===== config.mk =====
export PLATFORM = sky130hd
export DESIGN_NAME = i2c_regif
export DESIGN_NICKNAME = d
export VERILOG_FILES = /design/src/rtl/i2c_regif.sv
export SDC_FILE = /design/constraint.sdc
export NUM_CORES = 1
export LEC_CHECK = 0
export BUFFER_PORTS_ARGS = -buffer_cell sky130_fd_sc_hd__buf_2
export CAP_MARGIN = 20
export CORE_MARGIN = 4
export CORE_UTILIZATION = 55
export DETAILED_ROUTE_END_ITERATION = 10
export HOLD_SLACK_MARGIN = 0.05
export MAX_ROUTING_LAYER = met4
export PLACE_DENSITY = 0.76
export SLEW_MARGIN = 40
export SYNTH_ARGS = -nofsm -noshare
export SYNTH_HDL_FRONTEND = slang
export SYNTH_SLANG_ARGS = --single-unit
export TNS_END_PERCENT = 5

===== constraint.sdc =====
create_clock -name clk -period 3.5 [get_ports clk]
set_input_delay 0.7 -clock clk [delete_from_list [all_inputs] [get_ports clk]]
set_output_delay 0.7 -clock clk [all_outputs]
set_load 0.005 [all_outputs]

===== src/rtl/i2c_regif.sv =====
module i2c_regif #(
  parameter logic [6:0] DEV_ADDR    = 7'h51,
  parameter int         FILT_CYCLES = 6
) (
  input  logic       clk,
  input  logic       rst_n,
  input  logic       scl_i,
  input  logic       sda_i,
  output logic       sda_pull_o,
  output logic [3:0] reg_addr_o,
  output logic [7:0] reg_wdata_o,
  output logic       reg_we_o,
  input  logic [7:0] reg_rdata_i,
  output logic       reg_re_o
);
  localparam int FW = $clog2(FILT_CYCLES + 1);
  localparam logic [1:0] K_ADDR = 2'd0, K_PTR = 2'd1, K_DATA = 2'd2;

  typedef enum logic [2:0] {S_IDLE, S_RX, S_ACK, S_TX, S_MACK} st_t;

  logic [1:0] raw, sy1, sy2, filt, filt_q;
  assign raw = {sda_i, scl_i};

  for (genvar g = 0; g < 2; g++) begin : g_line
    logic [FW-1:0] cnt;
    always_ff @(posedge clk or negedge rst_n) begin
      if (!rst_n) begin
        sy1[g]    <= 1'b1;
        sy2[g]    <= 1'b1;
        filt[g]   <= 1'b1;
        filt_q[g] <= 1'b1;
        cnt       <= '0;
      end else begin
        sy1[g]    <= raw[g];
        sy2[g]    <= sy1[g];
        filt_q[g] <= filt[g];
        if (sy2[g] == filt[g]) cnt <= '0;
        else if (cnt == FW'(FILT_CYCLES - 1)) begin
          filt[g] <= sy2[g];
          cnt     <= '0;
        end else cnt <= FW'(cnt + 1'b1);
      end
    end
  end

  logic scl_f, sda_f, start_det, stop_det, scl_rise, scl_fall;
  assign scl_f     = filt[0];
  assign sda_f     = filt[1];
  assign start_det = scl_f & filt_q[0] & filt_q[1] & ~sda_f;
  assign stop_det  = scl_f & filt_q[0] & ~filt_q[1] & sda_f;
  assign scl_rise  = scl_f & ~filt_q[0];
  assign scl_fall  = ~scl_f & filt_q[0];

  st_t        st;
  logic [3:0] bitcnt, ptr;
  logic [7:0] shreg;
  logic [1:0] kind;
  logic       rd, more;

  assign reg_addr_o = ptr;

  always_ff @(posedge clk or negedge rst_n) begin
    if (!rst_n) begin
      st          <= S_IDLE;
      bitcnt      <= '0;
      ptr         <= '0;
      shreg       <= '0;
      kind        <= K_ADDR;
      rd          <= 1'b0;
      more        <= 1'b0;
      sda_pull_o  <= 1'b0;
      reg_we_o    <= 1'b0;
      reg_re_o    <= 1'b0;
      reg_wdata_o <= '0;
    end else begin
      reg_we_o <= 1'b0;
      reg_re_o <= 1'b0;
      if (reg_we_o || reg_re_o) ptr <= 4'(ptr + 1'b1);
      if (reg_re_o) begin
        shreg      <= reg_rdata_i;
        sda_pull_o <= ~reg_rdata_i[7];
      end
      if (start_det) begin
        st         <= S_RX;
        bitcnt     <= '0;
        kind       <= K_ADDR;
        sda_pull_o <= 1'b0;
      end else if (stop_det) begin
        st         <= S_IDLE;
        sda_pull_o <= 1'b0;
      end else begin
        case (st)
          S_RX: begin
            if (scl_rise) begin
              shreg  <= {shreg[6:0], sda_f};
              bitcnt <= 4'(bitcnt + 1'b1);
            end else if (scl_fall && bitcnt == 4'd8) begin
              bitcnt <= '0;
              case (kind)
                K_ADDR: begin
                  if (shreg[7:1] == DEV_ADDR) begin
                    rd         <= shreg[0];
                    kind       <= K_PTR;
                    sda_pull_o <= 1'b1;
                    st         <= S_ACK;
                  end else st <= S_IDLE;
                end
                K_PTR: begin
                  ptr        <= shreg[3:0];
                  kind       <= K_DATA;
                  sda_pull_o <= 1'b1;
                  st         <= S_ACK;
                end
                default: begin
                  reg_we_o    <= 1'b1;
                  reg_wdata_o <= shreg;
                  sda_pull_o  <= 1'b1;
                  st          <= S_ACK;
                end
              endcase
            end
          end
          S_ACK: begin
            if (scl_fall) begin
              sda_pull_o <= 1'b0;
              if (rd) begin
                reg_re_o <= 1'b1;
                st       <= S_TX;
              end else st <= S_RX;
            end
          end
          S_TX: begin
            if (scl_fall) begin
              if (bitcnt == 4'd7) begin
                sda_pull_o <= 1'b0;
                bitcnt     <= '0;
                st         <= S_MACK;
              end else begin
                bitcnt     <= 4'(bitcnt + 1'b1);
                shreg      <= {shreg[6:0], 1'b0};
                sda_pull_o <= ~shreg[6];
              end
            end
          end
          S_MACK: begin
            if (scl_rise) more <= ~sda_f;
            else if (scl_fall) begin
              if (more) begin
                reg_re_o <= 1'b1;
                st       <= S_TX;
              end else st <= S_IDLE;
            end
          end
          default: ;
        endcase
      end
    end
  end
endmodule


Word-level counts from Yosys, hierarchy flattened
Cells that the tools add are included.

storage, ports and cells
  ROM bits = 0
  memories = 0
  input port bits = 12
  output and inout port bits = 15
  bits in latches = 0
  bits in writable memories = 0
  register bits after elaboration = 48

cells by class
  eq/ne operators = 24
  shift-type cells = 0
  bitwise operators = 19
  reductions and logical operators = 17
  mux-type cells = 71
  div/mod/pow operators = 0
  add/sub/neg operators = 4
  multiply operators = 0
  magnitude comparators = 0

operators with widths
  cell                                                 number
  two-way mux 4 bit                                    13
  two-way mux 8 bit                                    6
  two-way mux 3 bit                                    14
  != test 4 bit, second input constant                 8
  two-way mux 1 bit                                    23
  two-way mux 2 bit                                    9
  case mux 8 bit (2 select lines)                      1
  inverter 1 bit                                       12
  case mux 3 bit (4 select lines)                      1
  AND reduction 6 bit                                  2
  equality test 3 bit, second input constant           3
  adder 4 x 1 -> 4 bit, second input constant          2
  case mux 4 bit (2 select lines)                      1
  AND reduction 4 bit                                  2
  AND reduction 8 bit                                  1
  bitwise AND 1 bit                                    7
  equality test 7 bit, second input constant           1
  AND reduction 7 bit                                  1
  adder 3 x 1 -> 3 bit, second input constant          2
  equality test 3 x 2 -> 1 bit, second input constant  2
  != test 3 bit, second input constant                 2
  nonzero test 3 bit                                   2
  nonzero test 6 bit                                   1
  equality test 4 x 3 -> 1 bit, second input constant  1
  other kinds (14)                                     18

Logic depth before layout (Yosys ltp)
  depth after elaboration = 9
  depth in mapped cells = 6
  mapped depth without buffers = 6

Worst setup path after synthesis
Ideal clock, no wire load.

  kind = register -> register
  start = register st[2]
  end = register rd
  arrival time = 1.665 ns
  slack = 1.707 ns
  cell stages (with the launch flop) = 6
  period minus slack after synthesis = 1.793 ns
  path buffers = 1
  cell sequence = dfrtp_1 > buf_2 > nand2b_4 > nor4_4 > and4bb_1 > mux2_1

on the way
  longest elaborated chain between the ends = 2

RTL lines
  what                                  RTL line  RTL
  start, declared                       54        st_t st;
  start signal, assigned                64        st <= S_IDLE;
  start signal, assigned                84        st <= S_RX;
  start signal, assigned                89        st <= S_IDLE;
  equality test 3 x 1 -> 1 bit          92        case (st)
  AND reduction 7 bit (no source line)  n/a
  end signal, assigned                  102       rd <= shreg[0];
  end, declared                         58        logic rd, more;

Every way passes these cells.
A chain may end at the register's enable or synchronous reset.

Worst setup path after layout
Same ends and word-level chain as after synthesis.

==> impl_metrics.env <==
export IMPL_diodes=0
export IMPL_wire_per_inst_um=15.4
export IMPL_clk_pin_slew_ps=90
export IMPL_outcome="finished clean"
export IMPL_num_rows=23
export IMPL_clock_sinks=48
export IMPL_hpwl_um=3170
export IMPL_clockRootBuffer="clkbuf_8"
export IMPL_final_cell_mix="dfrtp_1, buf_2, nor2_1"
export IMPL_drtPass1Iterations=4
export IMPL_die_h_um=74.5
export IMPL_routed_via_density=5.74
export IMPL_tns_ps=0
export IMPL_synth_seq_area_share_pct=49.8
export IMPL_fin_hold_ws_ps=361
export IMPL_required_ps=3690
export IMPL_gp_congestion=0.853
export IMPL_synth_cells=211
export IMPL_synth_edf_count=0
export IMPL_syn_area_per_cell_um2=11.5
export IMPL_dr_total_vias=1658
export IMPL_dp_cells=281
export IMPL_netlist_area_um2=2430
export IMPL_core_area_um2=4140
export IMPL_period_share_pct=55.1
export IMPL_drv_cap=0
export IMPL_die_area_um2=5550
export IMPL_ctsResizeCount=0
export IMPL_globalRoute_totalOverflow=0
export IMPL_final_cells=289
export IMPL_ctsHoldBuffers=0
export IMPL_antenna_found_initial=0
export IMPL_drive_gt1_share_pct=28.0
export IMPL_fmax_mhz=519
export IMPL_fin_skew_ps=3.02
export IMPL_clkLatencyLatePin_ps=300
export IMPL_route_detailed_drc=0
export IMPL_path_class="flip-flop to flip-flop"
export IMPL_setup_viol=0
export IMPL_hp_class="flip-flop to flip-flop"
export IMPL_h_tree_depth=2
export IMPL_area_delta_synth_final_pct=10.8
export IMPL_ir_drop_mv=0.378
export IMPL_start_util_pct=58.7
export IMPL_synth_cell_types=53
export IMPL_cts_tree="yes"
export IMPL_grt_usage_pct=18.9
export IMPL_drt_iter0_drc=122
export IMPL_powerDensity_nw_per_um2=479
export IMPL_end_kind="flip-flop"
export IMPL_fin_nets=253
export IMPL_power_leakage_nw=1.30
export IMPL_synthTopCellsByArea="dfrtp_1, dfstp_2, mux2_4"
export IMPL_cts_setup_buffers=0
export IMPL_rsz0062_at_grt="false"
export IMPL_final_common_cell="dfrtp_1"
export IMPL_post_route_util_pct=65.0
export IMPL_yosysWarnings=0
export IMPL_wl_um=4460
export IMPL_layout_min_cycle_time_ps=1930
export IMPL_clockBufferDepth=2
export IMPL_syn_num_nets=226
export IMPL_die_w_um=74.5
export IMPL_final_antenna_net_count=0
export IMPL_synth_async_reset_ratio_pct=100
export IMPL_synth_top_area_share_pct=41.2
export IMPL_timing_hold_violations_final=0
export IMPL_critPathLaunchType="flip-flop"
export IMPL_ys_seq_elements=48
export IMPL_yosysTopAreaCell="dfrtp_1"
export IMPL_arrival_ps=2110
export IMPL_relSlewSlack_pct=50.1
export IMPL_synth_ff_type="dfrtp_1"
export IMPL_slew_violations=0
export IMPL_grt_pass1_wl_um=7780
export IMPL_grt_max_degree=26
export IMPL_worstPathMaxFanout=10
export IMPL_portBuffers=26
export IMPL_grt_pass1_vias=1686
export IMPL_pin_count=27
export IMPL_cts_buffers=5
export IMPL_worst_pin_slew_ps=749
==> metrics by stage <==
step | area [µm²] | total power (W) | worst slack [ps]
4_1_cts | 2690 | 0.00130 | 1560
3_3_place_gp | 2600 | 0.000947 | 1630
3_5_place_dp | 2600 | 0.000953 | 1590
6_report | 2690 | 0.00129 | 1570
5_1_grt | 2690 | 0.00137 | 1470
2_1_floorplan | 2430 | 0.000889 | 1710
==> cells in the mapped netlist, types with 3 or more instances <==
library cell  instances
nor3_1                3
mux2i_1               8
nor2b_1               4
and3b_1               4
nand2_1              16
nand3_1               3
ha_1                  3
dfstp_2               8
xnor2_1               4
nor2_1               17
a21oi_1              16
dfrtp_1              40
o21ai_0               4
mux2_2                4
nand2b_1              5
buf_2                 3
inv_1                 7
mux2_4               12
nand3b_1              7
a31oi_1               3
==> worst paths after layout <==
check	endpoint	start	depth (start not counted)	slack [ps]
worst max-delay path	rd	st[2]	4	1570
worst min-delay path	sy2[0]	sy1[0]	0	360
worst max register to register	rd	st[2]	4	1570
worst min register to register	sy2[0]	sy1[0]	0	360
max in group asynchronous	shreg[0]	rst_n	2	2430
min in group asynchronous	g_line[0].cnt[0]	rst_n	1	370
==> critical path, stage by stage (launching register included) <==
cell	delay (ps)
dfrtp_1	490
nand2b_4	220
nor4_4	480
and4bb_1	300
mux2_1	320
==> kinds of logic after synthesis <==
group | share of synthesized area [%]
buffers and inverters | 2.52
flip-flops | 49.8
adder cells (fa/ha/maj) | 1.54
AND/OR/NAND/NOR | 20.3
XOR/XNOR | 2.16
AO/OA/AOI/OAI | 10.6
multiplexers | 13.0
==> per-layer routing <==
| layer | vias to the layer above | global-route usage (%) | share of wire [%] |
|---|---|---|---|
| li1 | 808 | - | - |
| met1 | 801 | 24.1 | 47 |
| met3 | 8 | 5.14 | 5.0 |
| met2 | 41 | 29.1 | 47 |
| met4 | 0 | 6.52 | 1.4 |
| met5 | - | - | 0 |
==> registers in the layout, summed over array words and instances, names as in the netlist, 3 cells and up <==
name,flops
reg_wdata_o,8
g_line.cnt,6
reg_addr_o,4
bitcnt,4
shreg,8
st,3
==> power by group <==
group	total, W	leakage [nW]	switching, W	internal (W)
logic	0.000220	0.647	0.000119	0.000101
clock network	0.000344	0.0516	0.000183	0.000162
registers	0.000725	0.597	0.0000899	0.000635
total	0.00129	1.30	0.000391	0.000898
==> area by class of cell <==
type	count	area, µm²
Fill cell	339	1450
Multi-Input combinational cell	149	1160
Inverter	7	26.3
Clock buffer	6	82.6
Clock inverter	2	13.8
Tap cell	50	62.6
Timing Repair Buffer	27	138
Sequential cell	48	1210
(Power assumes the default switching activity.)
